==> config.mk <==
export PLATFORM = sky130hd
export DESIGN_NAME = next_pc_unit
export DESIGN_NICKNAME = d
export VERILOG_FILES = /design/src/rtl/npc_pkg.sv /design/src/rtl/npc_take_eval.sv /design/src/rtl/npc_target_calc.sv /design/src/rtl/next_pc_unit.sv
export SDC_FILE = /design/constraint.sdc
export NUM_CORES = 1
export LEC_CHECK = 0
export ABC_AREA = 1
export ABC_CLOCK_PERIOD_IN_PS = 2850
export BUFFER_PORTS_ARGS = -buffer_cell sky130_fd_sc_hd__buf_2
export CORE_ASPECT_RATIO = 0.9
export CORE_MARGIN = 4
export CORE_UTILIZATION = 49
export DETAILED_ROUTE_END_ITERATION = 10
export GPL_ROUTABILITY_DRIVEN = 0
export GPL_TIMING_DRIVEN = 0
export PLACE_DENSITY_LB_ADDON = 0.12
export SLEW_MARGIN = 20
export SYNTH_ARGS = -nofsm -noshare
export SYNTH_HDL_FRONTEND = slang
export SYNTH_SLANG_ARGS = --single-unit
==> constraint.sdc <==
create_clock -name clk -period 2.85 [get_ports clk]
set_clock_uncertainty 0.15 [all_clocks]
set_input_delay 0.285 -clock clk [delete_from_list [all_inputs] [get_ports clk]]
set_output_delay 0.285 -clock clk [all_outputs]
set_load 0.05 [all_outputs]
==> src/rtl/npc_pkg.sv <==
package npc_pkg;
  typedef enum logic [3:0] {
    OP_NEXT    = 4'd0,
    OP_REL     = 4'd1,
    OP_REL_CS  = 4'd2,
    OP_REL_CC  = 4'd3,
    OP_JREG    = 4'd4,
    OP_JIND    = 4'd5,
    OP_CALLREG = 4'd6,
    OP_CALLIND = 4'd7,
    OP_DLOOP   = 4'd8,
    OP_TRAP    = 4'd9
  } npc_op_e;

  localparam int unsigned INSN_BYTES = 2;
endpackage

==> src/rtl/npc_take_eval.sv <==
module npc_take_eval
  import npc_pkg::*;
(
  input  logic       vld_i,
  input  logic [3:0] op_i,
  input  logic       carry_i,
  output logic       use_rel_o,
  output logic       use_reg_o,
  output logic       use_mem_o,
  output logic       use_back_o,
  output logic       link_evt_o,
  output logic       loop_evt_o,
  output logic       trap_evt_o
);
  always_comb begin
    use_rel_o  = 1'b0;
    use_reg_o  = 1'b0;
    use_mem_o  = 1'b0;
    use_back_o = 1'b0;
    link_evt_o = 1'b0;
    loop_evt_o = 1'b0;
    trap_evt_o = 1'b0;
    if (vld_i) begin
      case (npc_op_e'(op_i))
        OP_REL:     use_rel_o = 1'b1;
        OP_REL_CS:  use_rel_o = carry_i;
        OP_REL_CC:  use_rel_o = !carry_i;
        OP_JREG:    use_reg_o = 1'b1;
        OP_CALLREG: begin use_reg_o = 1'b1; link_evt_o = 1'b1; end
        OP_JIND:    use_mem_o = 1'b1;
        OP_CALLIND: begin use_mem_o = 1'b1; link_evt_o = 1'b1; end
        OP_DLOOP:   begin loop_evt_o = 1'b1; use_back_o = carry_i; end
        OP_TRAP:    begin use_mem_o = 1'b1; trap_evt_o = 1'b1; end
        default:    ;
      endcase
    end
  end
endmodule

==> src/rtl/npc_target_calc.sv <==
module npc_target_calc
  import npc_pkg::*;
#(
  parameter int unsigned AW = 32,
  parameter int unsigned DW = 11,
  parameter int unsigned IW = 8,
  parameter int unsigned LW = 4,
  parameter int unsigned TW = 2,
  parameter logic [AW-1:0] TRAP_BASE = 'h40
) (
  input  logic [AW-1:0] pc_i,
  input  logic [DW-1:0] disp_i,
  input  logic [IW-1:0] ind_i,
  input  logic [LW-1:0] off_i,
  input  logic [TW-1:0] idx_i,
  output logic [AW-1:0] seq_o,
  output logic [AW-1:0] rel_o,
  output logic [AW-1:0] back_o,
  output logic [AW-1:0] ind_addr_o,
  output logic [AW-1:0] vec_addr_o
);
  function automatic logic [AW-1:0] f_seq(input logic [AW-1:0] pc);
    return pc + AW'(INSN_BYTES);
  endfunction

  function automatic logic [AW-1:0] f_rel(input logic [AW-1:0] base,
                                          input logic [DW-1:0] d);
    logic [AW-1:0] ext;
    ext = {{(AW-DW){d[DW-1]}}, d};
    return base + (ext << 1);
  endfunction

  function automatic logic [AW-1:0] f_back(input logic [AW-1:0] base,
                                           input logic [LW-1:0] o);
    return base - (AW'(o) << 1);
  endfunction

  function automatic logic [AW-1:0] f_ind(input logic [AW-1:0] base,
                                          input logic [IW-1:0] d);
    return (base & ~AW'(3)) + (AW'(d) << 2);
  endfunction

  function automatic logic [AW-1:0] f_vec(input logic [TW-1:0] i);
    return TRAP_BASE + (AW'(i) << 2);
  endfunction

  always_comb begin
    seq_o      = f_seq(pc_i);
    rel_o      = f_rel(seq_o, disp_i);
    back_o     = f_back(seq_o, off_i);
    ind_addr_o = f_ind(seq_o, ind_i);
    vec_addr_o = f_vec(idx_i);
  end
endmodule

==> src/rtl/next_pc_unit.sv <==
module next_pc_unit
  import npc_pkg::*;
#(
  parameter int unsigned AW = 32,
  parameter int unsigned DW = 11,
  parameter int unsigned IW = 8,
  parameter int unsigned LW = 4,
  parameter int unsigned TW = 2,
  parameter logic [AW-1:0] TRAP_BASE = 'h40
) (
  input  logic          clk,
  input  logic          rst_n,
  input  logic          op_valid_i,
  input  logic [3:0]    op_i,
  input  logic [AW-1:0] pc_i,
  input  logic [DW-1:0] disp11_i,
  input  logic [IW-1:0] disp8_i,
  input  logic [LW-1:0] loop_off_i,
  input  logic [TW-1:0] trap_idx_i,
  input  logic [AW-1:0] rs_val_i,
  input  logic [AW-1:0] mem_word_i,
  input  logic          carry_i,
  output logic          mem_rd_req_o,
  output logic [AW-1:0] mem_rd_addr_o,
  output logic [AW-1:0] npc_o,
  output logic          npc_vld_o,
  output logic          link_we_o,
  output logic [AW-1:0] link_data_o,
  output logic          cnt_we_o,
  output logic [AW-1:0] cnt_data_o,
  output logic          epc_we_o,
  output logic [AW-1:0] epc_o
);
  localparam logic [AW-1:0] VEC_LAST = TRAP_BASE + AW'(((1 << TW) - 1) * 4);

  logic use_rel, use_reg, use_mem, use_back;
  logic link_evt, loop_evt, trap_evt;
  logic [AW-1:0] seq_pc, rel_pc, back_pc, ind_addr, vec_addr, npc_d;

  npc_take_eval u_eval (
    .vld_i(op_valid_i), .op_i(op_i), .carry_i(carry_i),
    .use_rel_o(use_rel), .use_reg_o(use_reg), .use_mem_o(use_mem),
    .use_back_o(use_back), .link_evt_o(link_evt), .loop_evt_o(loop_evt),
    .trap_evt_o(trap_evt)
  );

  npc_target_calc #(
    .AW(AW), .DW(DW), .IW(IW), .LW(LW), .TW(TW), .TRAP_BASE(TRAP_BASE)
  ) u_calc (
    .pc_i(pc_i), .disp_i(disp11_i), .ind_i(disp8_i), .off_i(loop_off_i),
    .idx_i(trap_idx_i), .seq_o(seq_pc), .rel_o(rel_pc), .back_o(back_pc),
    .ind_addr_o(ind_addr), .vec_addr_o(vec_addr)
  );

  always_comb begin
    mem_rd_req_o  = use_mem;
    mem_rd_addr_o = trap_evt ? vec_addr : ind_addr;
    if (use_rel)       npc_d = rel_pc;
    else if (use_reg)  npc_d = rs_val_i;
    else if (use_mem)  npc_d = mem_word_i;
    else if (use_back) npc_d = back_pc;
    else               npc_d = seq_pc;
  end

  always_ff @(posedge clk) begin
    if (!rst_n) begin
      npc_o       <= '0;
      npc_vld_o   <= 1'b0;
      link_we_o   <= 1'b0;
      link_data_o <= '0;
      cnt_we_o    <= 1'b0;
      cnt_data_o  <= '0;
      epc_we_o    <= 1'b0;
      epc_o       <= '0;
    end else begin
      npc_vld_o <= op_valid_i;
      link_we_o <= link_evt;
      cnt_we_o  <= loop_evt;
      epc_we_o  <= trap_evt;
      if (op_valid_i) begin
        npc_o       <= npc_d;
        link_data_o <= seq_pc;
        cnt_data_o  <= rs_val_i - AW'(1);
        epc_o       <= seq_pc;
      end
    end
  end

  // the return address belongs to the call accepted one edge earlier
  assert_link_ret_R5: assert property (@(posedge clk) disable iff (!rst_n)
    link_we_o |-> link_data_o == $past(pc_i) + AW'(2));

  // counter write-back is the previous register value minus one
  assert_loop_dec_R7: assert property (@(posedge clk) disable iff (!rst_n)
    cnt_we_o |-> cnt_data_o == $past(rs_val_i) - AW'(1));

  // vector reads stay inside the trap area and are word aligned
  assert_vec_window_R8: assert property (@(posedge clk) disable iff (!rst_n)
    (op_valid_i && op_i == OP_TRAP) |->
      (mem_rd_req_o && mem_rd_addr_o >= TRAP_BASE &&
       mem_rd_addr_o <= VEC_LAST && mem_rd_addr_o[1:0] == 2'b00));

  // carry-clear branch with carry set falls through
  assert_cc_fall_R4: assert property (@(posedge clk) disable iff (!rst_n)
    (op_valid_i && op_i == OP_REL_CC && carry_i) |=>
      npc_o == $past(pc_i) + AW'(2));

  // an idle cycle leaves the PC alone and writes nothing
  assert_idle_hold_R9: assert property (@(posedge clk) disable iff (!rst_n)
    !op_valid_i |=> ($stable(npc_o) && !npc_vld_o && !link_we_o &&
                     !cnt_we_o && !epc_we_o));

  // no memory traffic without an operation
  assert_idle_noread_R9: assert property (@(posedge clk) disable iff (!rst_n)
    !op_valid_i |-> !mem_rd_req_o);

  // side writes are mutually exclusive
  assert_one_write_R10: assert property (@(posedge clk) disable iff (!rst_n)
    $onehot0({link_we_o, cnt_we_o, epc_we_o}));
endmodule

# == Yosys cells after proc, flatten, opt, wreduce, memory -nomap -nowiden ==
# Index checks and enable logic that the tools add are counted.
# totals
word_cells,44
n_memories,0
out_inout_bits,165
inputBits,129
latch_bits,0
rom_bits,0
ff_bits,100
mem_bits_rw,0
# classes
multipliers,0
order_cmp,0
eq_ne,9
n_reduce_logical,5
n_bitwise,0
muxes,17
shifts,0
div_mod_pow,0
addsub,6
# op_table
op,n
32-bit two-way mux,5
32-bit by 10-bit adder with 32-bit output,1
"32-bit by 2-bit adder with 32-bit output, second input constant",1
32-bit adder,1
"32-bit by 1-bit subtractor with 32-bit output, second input constant",1
32-bit by 5-bit subtractor with 32-bit output,1
"4-bit by 3-bit equality test with 1-bit output, second input constant",4
1-bit two-way mux,11
"7-bit by 4-bit adder with 8-bit output, first input constant",1
"4-bit by 2-bit equality test with 1-bit output, second input constant",2
"4-bit equality test, second input constant",2
"4-bit by 1-bit equality test with 1-bit output, second input constant",1
2-bit OR reduction,2
1-bit case mux with 3 select lines,1
3-bit OR reduction,1
2-bit AND reduction,1
1-bit logical NOT,1

# == Logic depth before layout (Yosys ltp) ==
# logic_depth
word_depth,7
ltp_mapped,23
ltp_nobuf,23

# == Modules after synthesis ==
# Synthesis repeated with hierarchy kept, for this count alone.
# hier_totals
cells_unflattened,1908
hier_area_um2,11529.8
# by_module_without_submodules
mod,area_per_inst_um2,instances,cells_per_inst,seq_area_each_um2
next_pc_unit,6228.5,1,943,2001.9
npc_target_calc,5195.0,1,941,0.0
npc_take_eval,106.4,1,24,0.0

# == Least setup slack after synthesis ==
# OpenSTA, ideal clock, no wires.
# synth_path
kind,in2out
startpoint,input port pc_i[1]
endpoint,output port mem_rd_addr_o[20]
t_arrival_ps,3451
stages,19
n_path_buf,0
required_time_ps,2415
slack_ps,-1036
path_cell_list,ha_1 -> nand2_2 -> nor2_8 -> nand2_1 -> nand2_2 -> inv_1 -> ha_1 -> nand3_1 -> nand2_1 -> a31oi_1 -> o21ai_0 -> nand2_1 -> nand2_1 -> nand3_1 -> nor2_2 -> nand2_1 -> inv_1 -> nand2_1 -> a211oi_1
# synth_via
elab_chain_cells,3
# synth_rtl
element,line_no,rtl
from (decl),next_pc_unit.sv:15,"input logic [AW-1:0] pc_i,"
32-bit by 2-bit adder with 32-bit output,npc_target_calc.sv:23,return pc + AW'(INSN_BYTES);
named net seq_pc[5],next_pc_unit.sv:38,"logic [AW-1:0] seq_pc, rel_pc, back_pc, ind_addr, vec_addr, npc_d;"
32-bit by 10-bit adder with 32-bit output,npc_target_calc.sv:40,return (base & ~AW'(3)) + (AW'(d) << 2);
32-bit two-way mux,next_pc_unit.sv:57,mem_rd_addr_o = trap_evt ? vec_addr : ind_addr;
to (decl),next_pc_unit.sv:24,"output logic [AW-1:0] mem_rd_addr_o,"
# The timed path passes the listed nets, and every way through them passes these cells.

# == Final worst setup path ==
# layout_path
startpoint,input port pc_i[1]
endpoint,output port mem_rd_addr_o[29]
# Same word-level chain as after synthesis.

==> impl_metrics.yaml <==
sta:
  period_share_pct: 128
  rsz0062_at_grt: "true"
  setup_violations: 37
  tightest_slew_ps: 1100
  slew_headroom_pct: 26.4
  fmax_mhz: 274
  hold_slack_ps: 14.1
  finalMaxSlewViolations: 0
  hold_viol: 0
  min_period_ps: 3650
  setup_tns_ps: -15450
  layout_setup_ws_ps: -804
route:
  drt-total-wl_um: 51100
  drt-vias-per-instance: 6.23
  final_antenna_net_count: 0
  wl_per_cell_um: 21.5
  drt-initial-drc-count: 2473
  drt-pass1-iter-count: 7
  dr_total_vias: 14800
  drcViolationCount: 0
placement:
  dp_slack_ps: -1180
  placed_area_mm2: 0.0122
  port_buffers: 290
  dp_hpwl_um: 36400
  placed_cells: 2254
worst_setup_path:
  cp-end-kind: "output pin"
  r2r-start: "epc_o[24]$_SDFFE_PN0P_"
  cp.required_ps: 2410
  worstSetupPathType: "in2out"
  r2r.worst_path.cells: 2
  rr_endpoint: "epc_o[24]$_SDFFE_PN0P_"
  arrival_ps: 3220
  cp-start-kind: "primary input"
  cp_max_fo: 6
  reg2reg_slack_ps: 1920
cells_and_area:
  layout_commonest_cell: "nand2_1"
  drive_gt1_share_pct: 36.9
  fin_area_mm2: 0.0150
  post-route-util_pct: 74.5
  nFillCells: 1592
  layoutNonFillerInstCount: 2376
  final_cell_mix: "332 x nand2_1, 268 x buf_2, 195 x inv_1, 173 x nor2_1, 122 x buf_4"
  finalNetCount: 2291
  area_growth_pct: 48.8
job:
  cap_violations: 0
global_routing:
  first_global_vias: 12600
  antenna_found_initial: 3
  grt_pass1_wl_um: 69800
  grt_max_degree: 23
  grt_usage_pct: 38.9
  grt_remaining_overflow: 0
logic_synthesis:
  synth_top_family_by_area: "simple AND/OR/NAND/NOR gates"
  synth-edff-count: 0
  syn_area_mm2: 0.0101
  synth_seq_cells: 100
  synth_mux_area_share_pct: 0
  synth_compound_area_share_pct: 21.3
  synth_sequential_area_ratio_pct: 19.9
  ys_warn_count: 0
  synthFlopType: "dfxtp_1"
  synth-async-reset-ratio_pct: 0
  synthXorXnorAreaFrac_pct: 3.29
  synthAdderAreaFrac_pct: 6.06
  ys_types: 51
  yosys.area_share.simple_pct: 36.4
  syn_inst: 1707
  syn_avg_cell_area_um2: 5.90
power:
  powerDensity_mw_per_mm2: 382
  p_seq_share_pct: 27.4
  internal-power_mw: 3.01
  combPwrFrac_pct: 48.9
  sw_frac_of_total_pct: 47.4
  ir_drop_v: 0.000310
  power_frac_clock_pct: 23.6
  finalPower_mw: 5.73
  p_sw_mw: 2.71
  p_leak_nw: 7.20
floorplanning:
  io_pins: 294
  core-area_mm2: 0.0201
  die_area_mm2: 0.0229
  start_util_pct: 50.1
  rows: 49
  die_x_um: 159
  fp.dieH_um: 144
clock_tree:
  ctsHtreeMaxLevel: 3
  cts_root_buffer: "clkbuf_16"
  clk_pin_slew_worst_paths_ps: 90
  cts_tree: "built"
  clkSinkCount: 100
  cts_inserted_buffers: 9
  clock_latency_ps: 370
  ctsLongestPathBuffers: 2
min_path:
  holdPathEnd: "epc_o[0]$_SDFFE_PN0P_"
  worstHoldPathType: "in2reg"
  hp-start: "pc_i[0]"
  min_path_cells: 3
outcome:
  violations: "setup timing"
  status: "finished with violations"
## sequential cells by signal, indices dropped and copies added (netlist names)
register and cells:
cnt_data_o 32, link_we_o 1, npc_o 32, cnt_we_o 1, epc_o 32, epc_we_o 1
npc_vld_o 1
## worst max path at each step
stage,slack (ps),to,depth (start not counted),start
after floorplan,-280,mem_rd_addr_o[20],19,pc_i[2]
after global placement,-1150,mem_rd_addr_o[24],18,pc_i[1]
after detailed placement,-1180,mem_rd_addr_o[24],18,pc_i[1]
after CTS,-500,mem_rd_addr_o[25],20,pc_i[1]
after global routing,-800,mem_rd_addr_o[29],21,pc_i[1]
final,-800,mem_rd_addr_o[29],21,pc_i[1]
## synthesized netlist by cell type, drive strengths merged, types with 3 or more instances
cell	count	area, um2
o21ai	166	831
o221ai	7	61.3
clkbuf	41	154
a31oi	19	119
or2	5	31.3
fa	3	60.1
nand3	109	566
nand2	412	1620
nand3b	6	57.6
inv	217	815
o31ai	5	37.5
xor2	30	270
o21bai	3	22.5
o211ai	38	285
buf	48	337
a211oi	3	22.5
o22ai	3	18.8
xnor2	7	61.3
nor2	237	1050
a21oi	131	659
ha	44	551
dfxtp	100	2000
nor3	25	125
nand4	22	138
nor4	10	62.6
## power by group through the flow
stage          logic (mW)  clock network, mW  registers, mW
3_3_place_gp         2.20                  0           1.60
3_5_place_dp         2.22                  0           1.60
5_1_grt              2.92               1.40           1.58
2_1_floorplan        1.21                  0           1.94
6_report             2.80               1.35           1.57
4_1_cts              2.40               1.34           1.57
## layer usage
metal / global-route usage, % / wire (um) / up-vias
met5: 0 / 7 / -
met4: 17.6 / 3470 / 2
met3: 11.0 / 7680 / 336
met2: 60.6 / 21800 / 1359
met1: 50.6 / 18100 / 6656
li1: - / - / 6442
## critical path: stages
cell	delay, ps
buf_12	120
ha_4	190
nand2_4	90
nor2_8	50
buf_12	130
nand2_4	70
nand2_4	50
nand2_4	100
inv_4	50
ha_4	300
nand4_1	120
o21ai_2	240
nand2_2	100
a21oi_4	220
nand2_2	120
buf_6	140
nor2_4	110
nand4_1	190
xor2_2	260
nor2_4	130
buf_8	150
## repair_timing
item,in CTS,in global routing
hold buffers,2,0
pin swaps,47,110
setup endpoints to repair,51,47
setup buffers,46,59
gates resized for setup,169,230
endpoints found under the hold margin,2,0
## kinds of logic (layout without fill, tap and decap cells)
kind of cell / Yosys count / count (layout)
simple gates: 829 / 829
compound gates: 385 / 385
buf+inv: 308 / 720
flops: 100 / 100
fa+ha+maj: 47 / 47
xor+xnor: 37 / 37
other cells: 1 / 3
## layout make-up
class	instances	area (um2)	share of cell area [%]
well taps	255	319	2.13
diodes	1	2.50	0.0167
clock inverters	7	93.8	0.626
inverters	219	857	5.72
clock buffers	9	225	1.50
plain buffers	89	502	3.35
multi-input cells	1300	8410	56.1
repair buffers	396	2570	17.2
flip-flops and latches	100	2000	13.4
Note: power is estimated with default switching activity, not from simulation.
